===== src/rtl/opw_pkg.sv =====
package opw_pkg;
  localparam int unsigned CW_W    = 16;
  localparam int unsigned ADDR_W  = 4;
  localparam int unsigned OP_W    = 4;
  localparam int unsigned DEPTH   = 1 << ADDR_W;
  localparam int unsigned ACC_IDX = DEPTH - 2;
  localparam int unsigned LNK_IDX = DEPTH - 1;

  typedef enum logic [1:0] {
    MODE_NET  = 2'b00,
    MODE_ACC  = 2'b01,
    MODE_LINK = 2'b10,
    MODE_HOLD = 2'b11
  } in_mode_e;

  typedef struct packed {
    logic [OP_W-1:0]   op;
    logic [ADDR_W-1:0] raddr;
    logic [ADDR_W-1:0] waddr;
    in_mode_e          rmode;
    in_mode_e          lmode;
  } ctrl_s;

  localparam logic [OP_W-1:0] OP_NOP = '0;
endpackage


===== src/rtl/opw_input_reg.sv =====
module opw_input_reg
  import opw_pkg::*;
#(
  parameter int unsigned DW = 16
) (
  input  logic          clk,
  input  logic          rst_n,
  input  in_mode_e      mode,
  input  logic [DW-1:0] net_d,
  input  logic [DW-1:0] acc_d,
  input  logic [DW-1:0] link_d,
  output logic [DW-1:0] q
);
  logic [DW-1:0] q_nxt;
  logic          q_en;

  always_comb begin
    q_en  = 1'b1;
    q_nxt = q;
    unique case (mode)
      MODE_NET:  q_nxt = net_d;
      MODE_ACC:  q_nxt = acc_d;
      MODE_LINK: q_nxt = link_d;
      default:   q_en  = 1'b0;
    endcase
  end

  always_ff @(posedge clk or negedge rst_n) begin
    if (!rst_n)    q <= '0;
    else if (q_en) q <= q_nxt;
  end
endmodule


===== src/rtl/opw_ctrl_stage.sv =====
module opw_ctrl_stage
  import opw_pkg::*;
(
  input  logic              clk,
  input  logic              rst_n,
  input  logic [OP_W-1:0]   op_d,
  input  logic [ADDR_W-1:0] wa_d,
  output logic [OP_W-1:0]   op_q,
  output logic [ADDR_W-1:0] wa_q,
  output logic              we
);
  logic [OP_W-1:0]   op_nxt;
  logic [ADDR_W-1:0] wa_nxt;

  always_comb begin
    op_nxt = op_d;
    wa_nxt = wa_d;
    we     = (op_q != OP_NOP);
  end

  always_ff @(posedge clk or negedge rst_n) begin
    if (!rst_n) begin
      op_q <= OP_NOP;
      wa_q <= '0;
    end else begin
      op_q <= op_nxt;
      wa_q <= wa_nxt;
    end
  end
endmodule


===== src/rtl/opw_result_file.sv =====
module opw_result_file
  import opw_pkg::*;
#(
  parameter int unsigned DW = 16
) (
  input  logic              clk,
  input  logic              rst_n,
  input  logic              we,
  input  logic [ADDR_W-1:0] waddr,
  input  logic [DW-1:0]     wdata,
  input  logic [ADDR_W-1:0] raddr,
  output logic [DW-1:0]     rdata_q,
  output logic [DW-1:0]     acc_o,
  output logic [DW-1:0]     lnk_o
);
  logic [DW-1:0] ent [DEPTH];
  logic [DW-1:0] rd_nxt;

  for (genvar i = 0; i < DEPTH; i++) begin : g_ent
    logic ent_en;
    assign ent_en = we && (waddr == ADDR_W'(i));
    always_ff @(posedge clk or negedge rst_n) begin
      if (!rst_n)      ent[i] <= '0;
      else if (ent_en) ent[i] <= wdata;
    end
  end

  always_comb begin
    if (we && (waddr == raddr)) rd_nxt = wdata;
    else                        rd_nxt = ent[raddr];
  end

  always_ff @(posedge clk or negedge rst_n) begin
    if (!rst_n) rdata_q <= '0;
    else        rdata_q <= rd_nxt;
  end

  assign acc_o = ent[ACC_IDX];
  assign lnk_o = ent[LNK_IDX];
endmodule


===== src/rtl/opw_top.sv =====
module opw_top
  import opw_pkg::*;
#(
  parameter int unsigned DW = 16
) (
  input  logic              clk,
  input  logic              rst_n,
  input  logic [CW_W-1:0]   ctrl_word,
  input  logic [DW-1:0]     net_left,
  input  logic [DW-1:0]     net_right,
  input  logic [DW-1:0]     chain_in,
  input  logic [DW-1:0]     fu_result,
  output logic [DW-1:0]     fu_left,
  output logic [DW-1:0]     fu_right,
  output logic [OP_W-1:0]   fu_opcode,
  output logic [DW-1:0]     net_rdata,
  output logic [DW-1:0]     acc_tap,
  output logic [DW-1:0]     link_out,
  output logic              bad_ctrl
);
  ctrl_s             cw;
  in_mode_e          side_mode [2];
  logic [DW-1:0]     side_net  [2];
  logic [DW-1:0]     side_q    [2];
  logic [ADDR_W-1:0] wa_q;
  logic              we;

  assign cw           = ctrl_s'(ctrl_word);
  assign side_mode[0] = cw.lmode;
  assign side_mode[1] = cw.rmode;
  assign side_net[0]  = net_left;
  assign side_net[1]  = net_right;
  assign bad_ctrl     = (cw.lmode == MODE_HOLD) && (cw.rmode == MODE_HOLD);

  for (genvar s = 0; s < 2; s++) begin : g_side
    opw_input_reg #(.DW(DW)) u_in (
      .clk    (clk),
      .rst_n  (rst_n),
      .mode   (side_mode[s]),
      .net_d  (side_net[s]),
      .acc_d  (acc_tap),
      .link_d (chain_in),
      .q      (side_q[s])
    );
  end

  assign fu_left  = side_q[0];
  assign fu_right = side_q[1];

  opw_ctrl_stage u_ctl (
    .clk   (clk),
    .rst_n (rst_n),
    .op_d  (cw.op),
    .wa_d  (cw.waddr),
    .op_q  (fu_opcode),
    .wa_q  (wa_q),
    .we    (we)
  );

  opw_result_file #(.DW(DW)) u_rf (
    .clk     (clk),
    .rst_n   (rst_n),
    .we      (we),
    .waddr   (wa_q),
    .wdata   (fu_result),
    .raddr   (cw.raddr),
    .rdata_q (net_rdata),
    .acc_o   (acc_tap),
    .lnk_o   (link_out)
  );
endmodule


===== config.mk =====
export PLATFORM = sky130hd
export DESIGN_NAME = opw_top
export DESIGN_NICKNAME = d
export VERILOG_FILES = /design/src/rtl/opw_pkg.sv /design/src/rtl/opw_input_reg.sv /design/src/rtl/opw_ctrl_stage.sv /design/src/rtl/opw_result_file.sv /design/src/rtl/opw_top.sv
export SDC_FILE = /design/constraint.sdc
export NUM_CORES = 1
export LEC_CHECK = 0
export CORE_UTILIZATION = 51
export DETAILED_ROUTE_END_ITERATION = 12
export PLACE_DENSITY = 0.76
export SYNTH_ARGS = -nofsm -noshare
export SYNTH_HDL_FRONTEND = slang
export SYNTH_SLANG_ARGS = --single-unit

===== constraint.sdc =====
create_clock -name clk -period 2.05 [get_ports clk]
set_input_delay 0.41 -clock clk [delete_from_list [all_inputs] [get_ports clk]]
set_output_delay 0.41 -clock clk [all_outputs]
set_load 0.05 [all_outputs]

==> impl_metrics.tcl <==
set metrics [dict create \
    status "complete, no violations" \
    cts_tree "built" \
    grt_first_pass_wirelength_um 55700 \
    synth_top_cells_by_area "dfrtp_1, mux2_2, mux4_2, mux2_4, mux2i_1" \
    period_needed_ns 1.99 \
    syn_area_mm2 0.0147 \
    final_cell_count_no_fill 1574 \
    power_density_mw_per_mm2 1070 \
    critPathCaptureType "flip-flop" \
    dp_hpwl_um 24000 \
    dieArea_mm2 0.0296 \
    slew_headroom 0.531 \
    worst_pin_slew_ns 0.701 \
    synth_ff_type "dfrtp_1" \
    dpl-instance-area_mm2 0.0173 \
    dp_cells 1513 \
    wirelength_um 36000 \
    cp.required_ns 2.44 \
    crit_fanout 5 \
    slew_viol_final 0 \
    synthAdderAreaFrac 0.00594 \
    gp_congestion 0.881 \
    die_x_um 172 \
    post-synth-top-area-fraction 0.529 \
    synth_compound_area_frac 0.0380 \
    synth.net_count 1096 \
    cp.arrival_ns 2.38 \
    clk_latency_ns 0.51 \
    antenna_cells 0 \
    hold_path_class "input port to flip-flop" \
    drtIter0Drc 559 \
    remaining_drc_errors 0 \
    grt_antenna_before_repair 0 \
    synth-async-reset-ratio 1.00 \
    peakVddDrop_uv 639 \
    critPathKind "flip-flop to flip-flop" \
    seq_power_share 0.425 \
    p_leak_nw 8.16 \
    clkPwrFrac 0.318 \
    final_area_mm2 0.0184 \
    intPower_mw 13.9 \
    wl_per_cell_um 22.9 \
    grt.total_usage 0.251 \
    ioPinCount 167 \
    initial_core_util 0.525 \
    num_vias 9094 \
    swShare 0.297 \
    cts_root_buf "clkbuf_16" \
    clkTransAtPathRegs_ns 0.06 \
    cts_buffer_depth 3 \
    ys_types 34 \
    seq_area_frac_synth 0.529 \
    gr-total-overflow 0 \
    die_h_um 172 \
    finalCritPeriodShare 0.973 \
    finalSetupViolCount 0 \
    area_growth_pct 25.0 \
    max_freq_ghz 0.501 \
    fin_skew_ns 0.0119 \
    fin_hold_ws_ns 0.340 \
    port_buffers 166 \
    synth_edf_count 0 \
    grt_setup_unrepaired "no" \
    ys_seq_elements 312 \
    finalCoreUtilization 0.656 \
    regToRegSetupSlack_ns 0.06 \
    numClockSinks 312 \
    layout-drive-gt1-share 0.424 \
    htreeDepth 2 \
    maxCapViolCount 0 \
    postSynthAreaPerCell_um2 14.6 \
    synthSimpleGateAreaFrac 0.0328 \
    vias_per_cell 5.78 \
    hold_viol 0 \
    fin_nets 1261 \
    numCtsBuffers 34 \
    rows 61 \
    cp-start-kind "flip-flop" \
    p_comb_frac 0.257 \
    yosysWarnings 0 \
    ant_nets 0 \
    dr.pass1.iters 5 \
    synth_area_leader_cell "dfrtp_1" \
    synth_top_family_by_area "multiplexers" \
    synthXorXnorAreaFrac 0.00238 \
    netlist_instances 1007 \
    grt_max_degree 83 \
    switchingPower_mw 5.85 \
    first_global_vias 9526 \
    core_area_mm2 0.0281 \
    synth_mux_area_frac 0.348 \
]
-- placed cells by master, fill, tap and decap left out, types with 2 or more instances in the layout --
cell             count
a21oi_1             32
a22oi_1             32
buf_12              35
buf_2                2
buf_4               59
clkbuf_1             5
clkbuf_16           37
clkbuf_8            12
clkdlybuf4s50_1     77
clkinv_2             4
dfrtp_1            308
dfrtp_2              4
dlygate4sd2_1       63
ha_1                 7
inv_1                4
mux2_2             193
mux2_4              79
mux2i_1             45
mux4_2              65
nand2_1             33
nand2b_1             2
nand3b_4             2
nor2_1              39
nor2_4               3
nor3_2               2
o21ai_0             32
xnor2_1              2
xor2_1               2
-- worst max-delay path: stages (launching register included) --
cell,delay [ns]
dfrtp_2,0.40
or4_4,0.57
or3b_1,0.23
buf_12,0.14
nor2_4,0.05
buf_4,0.18
mux2_4,0.30
-- Yosys cell counts (7+ instances only) --
cell,instances
buf_4,36
a22oi_1,32
nor2_1,39
dfrtp_1,312
mux2_2,229
buf_6,8
mux2i_1,45
clkbuf_1,43
ha_1,7
o21ai_0,32
buf_2,18
mux2_4,40
mux4_2,65
nand2_1,33
a21oi_1,32
-- power groups by stage --
stage / clock (mW) / sequential, mW / combinational (mW)
2_1_floorplan: 0 / 8.77 / 3.26
3_3_place_gp: 0 / 8.39 / 5.13
3_5_place_dp: 0 / 8.44 / 5.25
4_1_cts: 6.39 / 8.35 / 5.12
5_1_grt: 6.66 / 8.51 / 5.38
6_report: 6.28 / 8.38 / 5.06
-- state kept, by name, summed over array words and instances, names as in the netlist --
signal,flops
u_rf.ent,224
u_rf.lnk_o,16
g_side.u_in.q,32
u_ctl.wa_q,4
u_ctl.op_q,4
u_rf.acc_o,16
u_rf.rdata_q,16
-- area by class of cell --
cell class                      count  area, µm²
Fill cell                        2054       9650
Sequential cell                   312       7810
Multi-Input combinational cell    581       6450
Timing Repair Buffer              239       2510
Clock buffer                       54       1110
Tap cell                          378        473
Clock inverter                      6       57.6
Inverter                            4       15.0
-- what timing repair did --
item	CTS	global route
endpoints found under the setup margin	63	1
hold buffers	1	0
endpoints found under the hold margin	19	0
buffers inserted	0	0
resized for setup	63	1
-- path summary, 6_finish.rpt --
kind,start,endpoint,cells after the start
worst max-delay path,u_ctl.op_q[2],u_rf.ent[56],6
worst min-delay path,ctrl_word[4],u_ctl.wa_q[0],1
worst max register to register,u_ctl.op_q[2],u_rf.ent[56],6
worst min register to register,g_side[1].u_in.q[10],g_side[1].u_in.q[10],2
max in group asynchronous,rst_n,g_side[0].u_in.q[0],3
min in group asynchronous,rst_n,u_rf.ent[102],2
-- through the flow --
step | setup TNS [ns] | worst slack (ns) | power [mW]
4_1_cts | 0 | 0.00134 | 19.9
3_3_place_gp | -0.640 | -0.164 | 13.5
6_report | 0 | 0.0551 | 19.7
5_1_grt | 0 | 0.00770 | 20.5
3_5_place_dp | -1.18 | -0.162 | 13.7
2_1_floorplan | -2.14 | -0.0499 | 12.0
-- routing by layer --
metal,GRT usage,vias to the layer above,part of all wire
met3,0.0412,63,0.044
met5,0,-,0
met1,0.352,4805,0.44
met4,0.0666,0,0.023
li1,-,3975,-
met2,0.405,251,0.49
-- logic make-up (layout without fill, tap and decap cells) --
family          after synthesis  count (layout)
mux                         382             382
flops                       312             312
buf+inv                     114             303
compound gates               96              96
simple gates                 92              92
fa+ha+maj                     7               7
xor+xnor                      4               4
Power figures use the tool's default switching activity.
